<file path="src/rtl/ea_pkg.sv">
package ea_pkg;
  typedef enum logic [1:0] {ST_IDLE, ST_FETCH, ST_DONE} ea_state_e;

  localparam logic [1:0] MOD_NODISP = 2'b00;
  localparam logic [1:0] MOD_DISP8  = 2'b01;
  localparam logic [1:0] MOD_DISP16 = 2'b10;
  localparam logic [1:0] MOD_REG    = 2'b11;
  localparam logic [2:0] RM_DIRECT  = 3'b110;

  // number of displacement bytes implied by an addressing byte
  function automatic logic [1:0] disp_len(input logic [7:0] mb);
    case (mb[7:6])
      MOD_NODISP: disp_len = (mb[2:0] == RM_DIRECT) ? 2'd2 : 2'd0;
      MOD_DISP8:  disp_len = 2'd1;
      MOD_DISP16: disp_len = 2'd2;
      default:    disp_len = 2'd0;
    endcase
  endfunction
endpackage

</file>
<file path="src/rtl/ea_disp_fetch.sv">
module ea_disp_fetch #(
  parameter int OFS_W     = 16,
  parameter int PHYS_W    = 20,
  parameter int SEG_SHIFT = 4
) (
  input  logic              clk_i,
  input  logic              rst_ni,
  input  logic              load_i,
  input  logic [OFS_W-1:0]  cs_i,
  input  logic [OFS_W-1:0]  ip_i,
  input  logic [1:0]        need_i,
  input  logic              active_i,
  input  logic              valid_i,
  input  logic [7:0]        data_i,
  output logic              req_o,
  output logic [PHYS_W-1:0] addr_o,
  output logic [OFS_W-1:0]  disp_o,
  output logic [OFS_W-1:0]  ip_o,
  output logic              last_o
);
  localparam int SUM_W = OFS_W + SEG_SHIFT + 1;

  logic [OFS_W-1:0] cs_q, ip_q;
  logic [1:0]       cnt_q;
  logic [7:0]       lo_q, hi_q;
  logic [SUM_W-1:0] phys_sum;
  logic             take;

  assign req_o    = active_i;
  assign take     = req_o & valid_i;
  assign phys_sum = SUM_W'({cs_q, {SEG_SHIFT{1'b0}}}) + SUM_W'(ip_q);
  assign addr_o   = phys_sum[PHYS_W-1:0];
  assign disp_o   = OFS_W'({hi_q, lo_q});
  assign ip_o     = ip_q;
  assign last_o   = take & ((cnt_q + 2'd1) == need_i);

  always_ff @(posedge clk_i or negedge rst_ni) begin
    if (!rst_ni) begin
      cs_q  <= '0;
      ip_q  <= '0;
      cnt_q <= '0;
      lo_q  <= '0;
      hi_q  <= '0;
    end else if (load_i) begin
      cs_q  <= cs_i;
      ip_q  <= ip_i;
      cnt_q <= '0;
      lo_q  <= '0;
      hi_q  <= '0;
    end else if (take) begin
      if (cnt_q == 2'd0) lo_q <= data_i;
      else               hi_q <= data_i;
      ip_q  <= ip_q + 1'b1;
      cnt_q <= cnt_q + 2'd1;
    end
  end

  p_hold_addr_r10: assert property (@(posedge clk_i) disable iff (!rst_ni)
    (req_o && !valid_i) |=> (req_o && $stable(addr_o)));

  p_ip_step_r7: assert property (@(posedge clk_i) disable iff (!rst_ni)
    (take && !load_i) |=> (ip_o == $past(ip_o) + 1'b1));
endmodule

</file>
<file path="src/rtl/ea_calc.sv">
module ea_calc
  import ea_pkg::*;
#(
  parameter int OFS_W = 16
) (
  input  logic [7:0]       modrm_i,
  input  logic [OFS_W-1:0] bx_i,
  input  logic [OFS_W-1:0] bp_i,
  input  logic [OFS_W-1:0] si_i,
  input  logic [OFS_W-1:0] di_i,
  input  logic [OFS_W-1:0] disp_i,
  output logic [OFS_W-1:0] ea_o,
  output logic             ss_o,
  output logic             direct_reg_o
);
  logic [1:0]       md;
  logic [2:0]       rm;
  logic             abs_addr;
  logic [OFS_W-1:0] base, disp_ext;

  assign md       = modrm_i[7:6];
  assign rm       = modrm_i[2:0];
  assign abs_addr = (md == MOD_NODISP) && (rm == RM_DIRECT);

  always_comb begin
    case (rm)
      3'd0:    base = bx_i + si_i;
      3'd1:    base = bx_i + di_i;
      3'd2:    base = bp_i + si_i;
      3'd3:    base = bp_i + di_i;
      3'd4:    base = si_i;
      3'd5:    base = di_i;
      3'd6:    base = abs_addr ? '0 : bp_i;
      default: base = bx_i;
    endcase
  end

  always_comb begin
    case (md)
      MOD_NODISP: disp_ext = abs_addr ? disp_i : '0;
      MOD_DISP8:  disp_ext = {{(OFS_W-8){disp_i[7]}}, disp_i[7:0]};
      MOD_DISP16: disp_ext = disp_i;
      default:    disp_ext = '0;
    endcase
  end

  assign direct_reg_o = (md == MOD_REG);
  assign ea_o         = direct_reg_o ? '0 : base + disp_ext;
  assign ss_o         = !direct_reg_o &&
                        ((rm == 3'd2) || (rm == 3'd3) || ((rm == RM_DIRECT) && !abs_addr));
endmodule

</file>
<file path="src/rtl/ea_modrm_gen.sv">
module ea_modrm_gen
  import ea_pkg::*;
#(
  parameter int OFS_W     = 16,
  parameter int PHYS_W    = 20,
  parameter int SEG_SHIFT = 4
) (
  input  logic              clk_i,
  input  logic              rst_ni,
  input  logic              start_i,
  input  logic [7:0]        modrm_i,
  input  logic [OFS_W-1:0]  bx_i,
  input  logic [OFS_W-1:0]  bp_i,
  input  logic [OFS_W-1:0]  si_i,
  input  logic [OFS_W-1:0]  di_i,
  input  logic [OFS_W-1:0]  cs_i,
  input  logic [OFS_W-1:0]  ip_i,
  output logic              fetch_req_o,
  output logic [PHYS_W-1:0] fetch_addr_o,
  input  logic              fetch_valid_i,
  input  logic [7:0]        fetch_data_i,
  output logic              busy_o,
  output logic              done_o,
  output logic [OFS_W-1:0]  ea_o,
  output logic              ss_dflt_o,
  output logic [2:0]        reg_o,
  output logic              reg_direct_o,
  output logic [2:0]        rm_o,
  output logic [OFS_W-1:0]  ip_o
);
  ea_state_e        state_q, state_d;
  logic [7:0]       modrm_q;
  logic [OFS_W-1:0] bx_q, bp_q, si_q, di_q, disp;
  logic [1:0]       need_q;
  logic             accept, last;

  assign accept = (state_q == ST_IDLE) && start_i;

  always_comb begin
    state_d = state_q;
    case (state_q)
      ST_IDLE:  if (start_i) state_d = (disp_len(modrm_i) == 2'd0) ? ST_DONE : ST_FETCH;
      ST_FETCH: if (last) state_d = ST_DONE;
      default:  state_d = ST_IDLE;
    endcase
  end

  always_ff @(posedge clk_i or negedge rst_ni) begin
    if (!rst_ni) begin
      state_q <= ST_IDLE;
      modrm_q <= '0;
      need_q  <= '0;
      bx_q    <= '0;
      bp_q    <= '0;
      si_q    <= '0;
      di_q    <= '0;
    end else begin
      state_q <= state_d;
      if (accept) begin
        modrm_q <= modrm_i;
        need_q  <= disp_len(modrm_i);
        bx_q    <= bx_i;
        bp_q    <= bp_i;
        si_q    <= si_i;
        di_q    <= di_i;
      end
    end
  end

  ea_disp_fetch #(.OFS_W(OFS_W), .PHYS_W(PHYS_W), .SEG_SHIFT(SEG_SHIFT)) u_fetch (
    .clk_i    (clk_i),
    .rst_ni   (rst_ni),
    .load_i   (accept),
    .cs_i     (cs_i),
    .ip_i     (ip_i),
    .need_i   (need_q),
    .active_i (state_q == ST_FETCH),
    .valid_i  (fetch_valid_i),
    .data_i   (fetch_data_i),
    .req_o    (fetch_req_o),
    .addr_o   (fetch_addr_o),
    .disp_o   (disp),
    .ip_o     (ip_o),
    .last_o   (last)
  );

  ea_calc #(.OFS_W(OFS_W)) u_calc (
    .modrm_i      (modrm_q),
    .bx_i         (bx_q),
    .bp_i         (bp_q),
    .si_i         (si_q),
    .di_i         (di_q),
    .disp_i       (disp),
    .ea_o         (ea_o),
    .ss_o         (ss_dflt_o),
    .direct_reg_o (reg_direct_o)
  );

  assign busy_o = (state_q != ST_IDLE);
  assign done_o = (state_q == ST_DONE);
  assign reg_o  = modrm_q[5:3];
  assign rm_o   = modrm_q[2:0];

  p_reg_no_fetch_r8: assert property (@(posedge clk_i) disable iff (!rst_ni)
    (accept && modrm_i[7:6] == MOD_REG) |=> (done_o && reg_direct_o && !fetch_req_o));

  p_done_pulse_r13: assert property (@(posedge clk_i) disable iff (!rst_ni)
    done_o |=> !done_o);

  p_no_req_at_done_r10: assert property (@(posedge clk_i) disable iff (!rst_ni)
    done_o |-> !fetch_req_o);

  p_busy_holds_r11: assert property (@(posedge clk_i) disable iff (!rst_ni)
    (busy_o && start_i) |=> $stable(modrm_q));

  p_ss_mem_only_r6: assert property (@(posedge clk_i) disable iff (!rst_ni)
    (done_o && ss_dflt_o) |-> !reg_direct_o);
endmodule

</file>
<file path="config.mk">
export PLATFORM = sky130hd
export DESIGN_NAME = ea_modrm_gen
export DESIGN_NICKNAME = d
export VERILOG_FILES = /design/src/rtl/ea_pkg.sv /design/src/rtl/ea_disp_fetch.sv /design/src/rtl/ea_calc.sv /design/src/rtl/ea_modrm_gen.sv
export SDC_FILE = /design/constraint.sdc
export NUM_CORES = 1
export LEC_CHECK = 0
export BUFFER_PORTS_ARGS = -buffer_cell sky130_fd_sc_hd__buf_2
export CAP_MARGIN = 10
export CORE_MARGIN = 2
export CORE_UTILIZATION = 35
export CTS_CLUSTER_SIZE = 12
export DETAILED_ROUTE_END_ITERATION = 8
export PLACE_DENSITY = 0.65
export SLEW_MARGIN = 20
export SYNTH_ARGS = -nofsm -noshare
export SYNTH_HDL_FRONTEND = slang
export SYNTH_SLANG_ARGS = --single-unit
export TNS_END_PERCENT = 100
</file>
<file path="constraint.sdc">
create_clock -name clk_i -period 17 [get_ports clk_i]
set_input_delay 0.85 -clock clk_i [delete_from_list [all_inputs] [get_ports clk_i]]
set_output_delay 0.85 -clock clk_i [all_outputs]
set_load 0.005 [all_outputs]
</file>
==> flow_summary.html <==
<table>
<tr><th>Metric</th><th>Value</th></tr>
<tr><th colspan="2">Worst setup path</th></tr>
<tr><td>Slowest Stage Delay on Critical Path</td><td>~0.75 ns</td></tr>
<tr><td>Critical path fanouts, max</td><td>26</td></tr>
<tr><td>Largest delay contributor family on the critical path</td><td>simple AND/OR/NAND/NOR gates</td></tr>
<tr><td>Buf+Inv Stages, Crit Path</td><td>2</td></tr>
<tr><td>Kind of critical path</td><td>flip-flop to output pin</td></tr>
<tr><td>Crit path depth</td><td>23</td></tr>
<tr><td>Slowest stage cell, crit path</td><td>sky130_fd_sc_hd__and2_1</td></tr>
<tr><td>Required time worst endpoint</td><td>between 15 and 20 ns</td></tr>
<tr><td>Crit path cell chain</td><td>nor2_1 &gt; and2_1 &gt; mux2_2 &gt; ha_1 &gt; inv_1 &gt; fa_1 &gt; nor2b_1 &gt; o31ai_1 &gt; nand2_1 &gt; a21oi_1 &gt; xnor2_1 &gt; a222oi_1 &gt; a21oi_1 &gt; ha_1 &gt; a21o_1 &gt; a211o_1 &gt; nor3_1 &gt; a211oi_1 &gt; and4_4 &gt; o211a_1 &gt; or4_1 &gt; mux2i_1 &gt; buf_2</td></tr>
<tr><td>Endpoint arrival time on the critical path</td><td>7.22 ns</td></tr>
<tr><td>Worst Reg-to-Reg Cells</td><td>5</td></tr>
<tr><td>Startpoint type of the worst setup path</td><td>flip-flop</td></tr>
<tr><td>Worst setup EP type</td><td>output pin</td></tr>
<tr><th colspan="2">STA</th></tr>
<tr><td>Setup violation total in the final timing report</td><td>0</td></tr>
<tr><td>Sum Neg Setup Slack</td><td>0 ns</td></tr>
<tr><td>Setup repair after global routing missed its margin</td><td>false</td></tr>
<tr><td>Highest attainable clock frequency</td><td>124 MHz</td></tr>
<tr><td>Final number of hold-violating endpoints</td><td>0</td></tr>
<tr><td>Fin crit period</td><td>between 8 and 9 ns</td></tr>
<tr><td>Final worst setup slack</td><td>8.93 ns</td></tr>
<tr><td>Number of max-slew violations in the final report</td><td>0</td></tr>
<tr><td>Relative slew slack</td><td>0.349</td></tr>
<tr><td>Post-Route Skew</td><td>0.00888 ns</td></tr>
<tr><td>Worst hold slack after final layout</td><td>0.476 ns</td></tr>
<tr><td>Slew @ Worst Pin</td><td>0.976 ns</td></tr>
<tr><td>Post-route fraction of the period consumed by the critical path</td><td>0.475</td></tr>
<tr><th colspan="2">Placement</th></tr>
<tr><td>Final estimated routing congestion in global placement</td><td>0.925</td></tr>
<tr><td>Placement Setup Slack</td><td>9.50 ns</td></tr>
<tr><td>Number of instances in the placed design</td><td>between 1.5k and 2k</td></tr>
<tr><td>Half-perimeter wire length after placement</td><td>20.7 mm</td></tr>
<tr><td>Instance area after placement</td><td>10100 µm²</td></tr>
<tr><td>Number of input and output port buffers inserted</td><td>178</td></tr>
<tr><th colspan="2">Clock network</th></tr>
<tr><td>Buffers from clock root to sink, at most</td><td>2</td></tr>
<tr><td>H-tree lvl count</td><td>4</td></tr>
<tr><td>Setup bufs post-CTS</td><td>0</td></tr>
<tr><td>Clock latency on the worst-skew pair</td><td>between 0.4 and 0.5 ns</td></tr>
<tr><td>Number of buffers inserted for hold repair after clock tree synthesis</td><td>0</td></tr>
<tr><td>Clock transition time at the flip-flop clock pins of the worst setup and hold paths</td><td>~0.06 ns</td></tr>
<tr><td>Post-cts sizing count</td><td>0</td></tr>
<tr><td>Sinks on the clock net</td><td>126</td></tr>
<tr><td>Clock tree from TritonCTS</td><td>yes</td></tr>
<tr><td>Inserted Clock Buffers</td><td>17</td></tr>
<tr><td>Root buffer selected by CTS</td><td>sky130_fd_sc_hd__clkbuf_16</td></tr>
<tr><th colspan="2">Cells and area</th></tr>
<tr><td>Footprint of the multi-input gates</td><td>about 5500 µm²</td></tr>
<tr><td>Fill cells</td><td>2590</td></tr>
<tr><td>Sequential cell area</td><td>3150 µm²</td></tr>
<tr><td>Core Util, Final</td><td>0.424</td></tr>
<tr><td>Area overhead of the layout relative to synthesis</td><td>19.0%</td></tr>
<tr><td>Area of all placed cells without fillers</td><td>10700 µm²</td></tr>
<tr><td>Fraction of layout cells with a size suffix above 1</td><td>0.195</td></tr>
<tr><td>Final-stage net count</td><td>1475</td></tr>
<tr><td>Filler-free cell count of the finished design</td><td>~1.6k</td></tr>
<tr><th colspan="2">Synth</th></tr>
<tr><td>Portion of synthesized cell area occupied by the leading cell type</td><td>0.351</td></tr>
<tr><td>Cell area after synthesis</td><td>8980 µm²</td></tr>
<tr><td>Yosys warning count</td><td>0</td></tr>
<tr><td>Avg Cell Area, Syn</td><td>7.81 µm²</td></tr>
<tr><td>Sequential area share after synthesis</td><td>0.351</td></tr>
<tr><td>Net Count, Synth</td><td>about 1.3k</td></tr>
<tr><td>Most frequently used cell type in the post-synthesis netlist</td><td>sky130_fd_sc_hd__nand2_1</td></tr>
<tr><td>Post-synth top area cell</td><td>sky130_fd_sc_hd__dfrtp_1</td></tr>
<tr><td>Number of enable-type register cells in the synthesized netlist</td><td>0</td></tr>
<tr><td>Largest cells by area after synthesis</td><td>sky130_fd_sc_hd__dfrtp_1 35%, sky130_fd_sc_hd__nand2_1 16%, sky130_fd_sc_hd__ha_1 8.5%</td></tr>
<tr><td>Register bit count reported by yosys</td><td>126</td></tr>
<tr><td>Post-Synthesis Cells</td><td>1150</td></tr>
<tr><td>Proportion of synthesized flip-flops having asynchronous set or reset</td><td>1.00</td></tr>
<tr><td>Ys flop type</td><td>sky130_fd_sc_hd__dfrtp_1</td></tr>
<tr><td>Leading post-synthesis cells by instance count</td><td>385 x sky130_fd_sc_hd__nand2_1, 126 x sky130_fd_sc_hd__dfrtp_1, 70 x sky130_fd_sc_hd__a21oi_1</td></tr>
<tr><td>Number of distinct library cell variants in the gate-level netlist after synthesis</td><td>58</td></tr>
<tr><th colspan="2">Min path</th></tr>
<tr><td>Min-Delay Path Class</td><td>input pin to asynchronous set/reset pin</td></tr>
<tr><th colspan="2">Floorplanning</th></tr>
<tr><td>Initial Utilization</td><td>0.357</td></tr>
<tr><td>Core area</td><td>25200 µm²</td></tr>
<tr><td># rows</td><td>slightly below 60</td></tr>
<tr><td>Die span in x</td><td>164 µm</td></tr>
<tr><td>Ports</td><td>179</td></tr>
<tr><td>Die outline area</td><td>27000 µm²</td></tr>
<tr><td>DIE HEIGHT</td><td>164 µm</td></tr>
<tr><th colspan="2">Job</th></tr>
<tr><td>Maximum Capacitance Violations</td><td>0</td></tr>
<tr><th colspan="2">Detailed routing</th></tr>
<tr><td>Pre-Repair DR Iteration Count</td><td>6</td></tr>
<tr><td>Total number of vias</td><td>8527</td></tr>
<tr><td>Final antenna-violating net count</td><td>0</td></tr>
<tr><td>Initial detailed-routing violation count</td><td>just over 500</td></tr>
<tr><td>Total DRC errors in the routed layout</td><td>0</td></tr>
<tr><td>Total Wirelength</td><td>27.4 mm</td></tr>
<tr><td>Per-cell via count in the routed design</td><td>5.19</td></tr>
<tr><td>Post-DR wirelength/cell</td><td>16.7 µm</td></tr>
<tr><th colspan="2">GRT</th></tr>
<tr><td>Vias in the first global route</td><td>8429</td></tr>
<tr><td>Total Routing Usage GR</td><td>0.210</td></tr>
<tr><td>Total grt overflow</td><td>0</td></tr>
<tr><td>Pin count of the biggest net entering global routing</td><td>95</td></tr>
<tr><td>First-pass GRT wire length</td><td>44.0 mm</td></tr>
<tr><td>Initial antenna violation count</td><td>8</td></tr>
<tr><th colspan="2">Power</th></tr>
<tr><td>Leakage dissipation</td><td>approximately 5.5 nW</td></tr>
<tr><td>PD cells</td><td>248 nW/µm²</td></tr>
<tr><td>Total power of the final layout</td><td>2.65 mW</td></tr>
<tr><td>VDD IR max</td><td>0.000124 V</td></tr>
<tr><th colspan="2">Run status</th></tr>
<tr><td>Run status</td><td>completed</td></tr>
</table>
## final cells by class
class / count / area share
antenna: 5 / 0.00117
clock buffer: 20 / 0.0427
clock inverter: 12 / 0.0126
inverter: 30 / 0.0105
multi-input combinational: 933 / 0.510
sequential: 126 / 0.295
tap: 330 / 0.0386
timing repair buffer: 186 / 0.0892
## routing by layer
metal,up-vias,wire [µm],global-route usage
met5,-,53,0
met4,8,921,0.0869
met3,70,1930,0.0598
met2,259,13100,0.354
met1,3982,11400,0.252
li1,4208,-,-
## path summary, 6_finish.rpt
path | end | slack, ns | from
worst min-delay path | si_q[12]$_DFFE_PN0P_ | 0.48 | rst_ni
worst max register to register | bx_q[4]$_DFFE_PN0P_ | 14.58 | state_q[0]$_DFFE_PN0P_
worst max-delay path | ea_o[15] | 8.93 | modrm_q[2]$_DFFE_PN0P_
worst min register to register | modrm_q[4]$_DFFE_PN0P_ | 0.48 | modrm_q[4]$_DFFE_PN0P_
max in group asynchronous | di_q[11]$_DFFE_PN0P_ | 15.05 | rst_ni
min in group clk_i | modrm_q[4]$_DFFE_PN0P_ | 0.48 | modrm_q[4]$_DFFE_PN0P_
## report_power, final
part	switching, mW	leakage [nW]	internal (mW)
logic	0.944	3.61	0.728
registers	0.172	1.58	0.434
clock network	0.144	0.291	0.225
total	1.26	5.48	1.39
## cells by family (layout without fill, tap and decap cells)
group                    after synthesis  count (layout)  synth area share
AO/OA/AOI/OAI                        231             231             0.159
XOR/XNOR                              59              59            0.0575
adder cells (fa/ha/maj)               65              65            0.0939
buffers and inverters                 91             248            0.0425
flip-flops                           126             126             0.351
multiplexers                          33              33            0.0410
other                                  0               5                 0
AND/OR/NAND/NOR                      545             545             0.255
## worst reg2reg max path, delay by kind of cell, from the launching register on
family,cells,cell delay [ns]
simple gates,4,1.14
buf+inv,1,0.81
flops,1,0.40
## state kept, by name, indices dropped and copies added, names as in the netlist
register / cells
di_q: 16
bp_q: 16
si_q: 16
state_q: 2
need_q: 2
u_fetch.cnt_q: 2
u_fetch.hi_q: 8
modrm_q: 8
u_fetch.ip_o: 16
u_fetch.lo_q: 8
u_fetch.cs_q: 16
bx_q: 16
## placed cells by master (no fill, tap or decap), types with 7 or more instances in the layout
| cell type | n |
|---|---|
| sky130_fd_sc_hd__a211oi_1 | 13 |
| sky130_fd_sc_hd__a21o_1 | 16 |
| sky130_fd_sc_hd__a21oi_1 | 70 |
| sky130_fd_sc_hd__a222oi_1 | 7 |
| sky130_fd_sc_hd__a31oi_1 | 7 |
| sky130_fd_sc_hd__and2_1 | 13 |
| sky130_fd_sc_hd__and3_1 | 8 |
| sky130_fd_sc_hd__buf_2 | 177 |
| sky130_fd_sc_hd__buf_4 | 9 |
| sky130_fd_sc_hd__clkbuf_16 | 17 |
| sky130_fd_sc_hd__dfrtp_1 | 126 |
| sky130_fd_sc_hd__ha_1 | 61 |
| sky130_fd_sc_hd__inv_1 | 30 |
| sky130_fd_sc_hd__mux2_2 | 30 |
| sky130_fd_sc_hd__nand2_1 | 384 |
| sky130_fd_sc_hd__nand3_1 | 12 |
| sky130_fd_sc_hd__nor2_1 | 58 |
| sky130_fd_sc_hd__nor2b_1 | 18 |
| sky130_fd_sc_hd__nor3_1 | 17 |
| sky130_fd_sc_hd__o21ai_0 | 69 |
| sky130_fd_sc_hd__o31ai_1 | 7 |
| sky130_fd_sc_hd__or3_1 | 8 |
| sky130_fd_sc_hd__xnor2_1 | 31 |
| sky130_fd_sc_hd__xor2_1 | 28 |
Power figures use the tool's default switching activity.
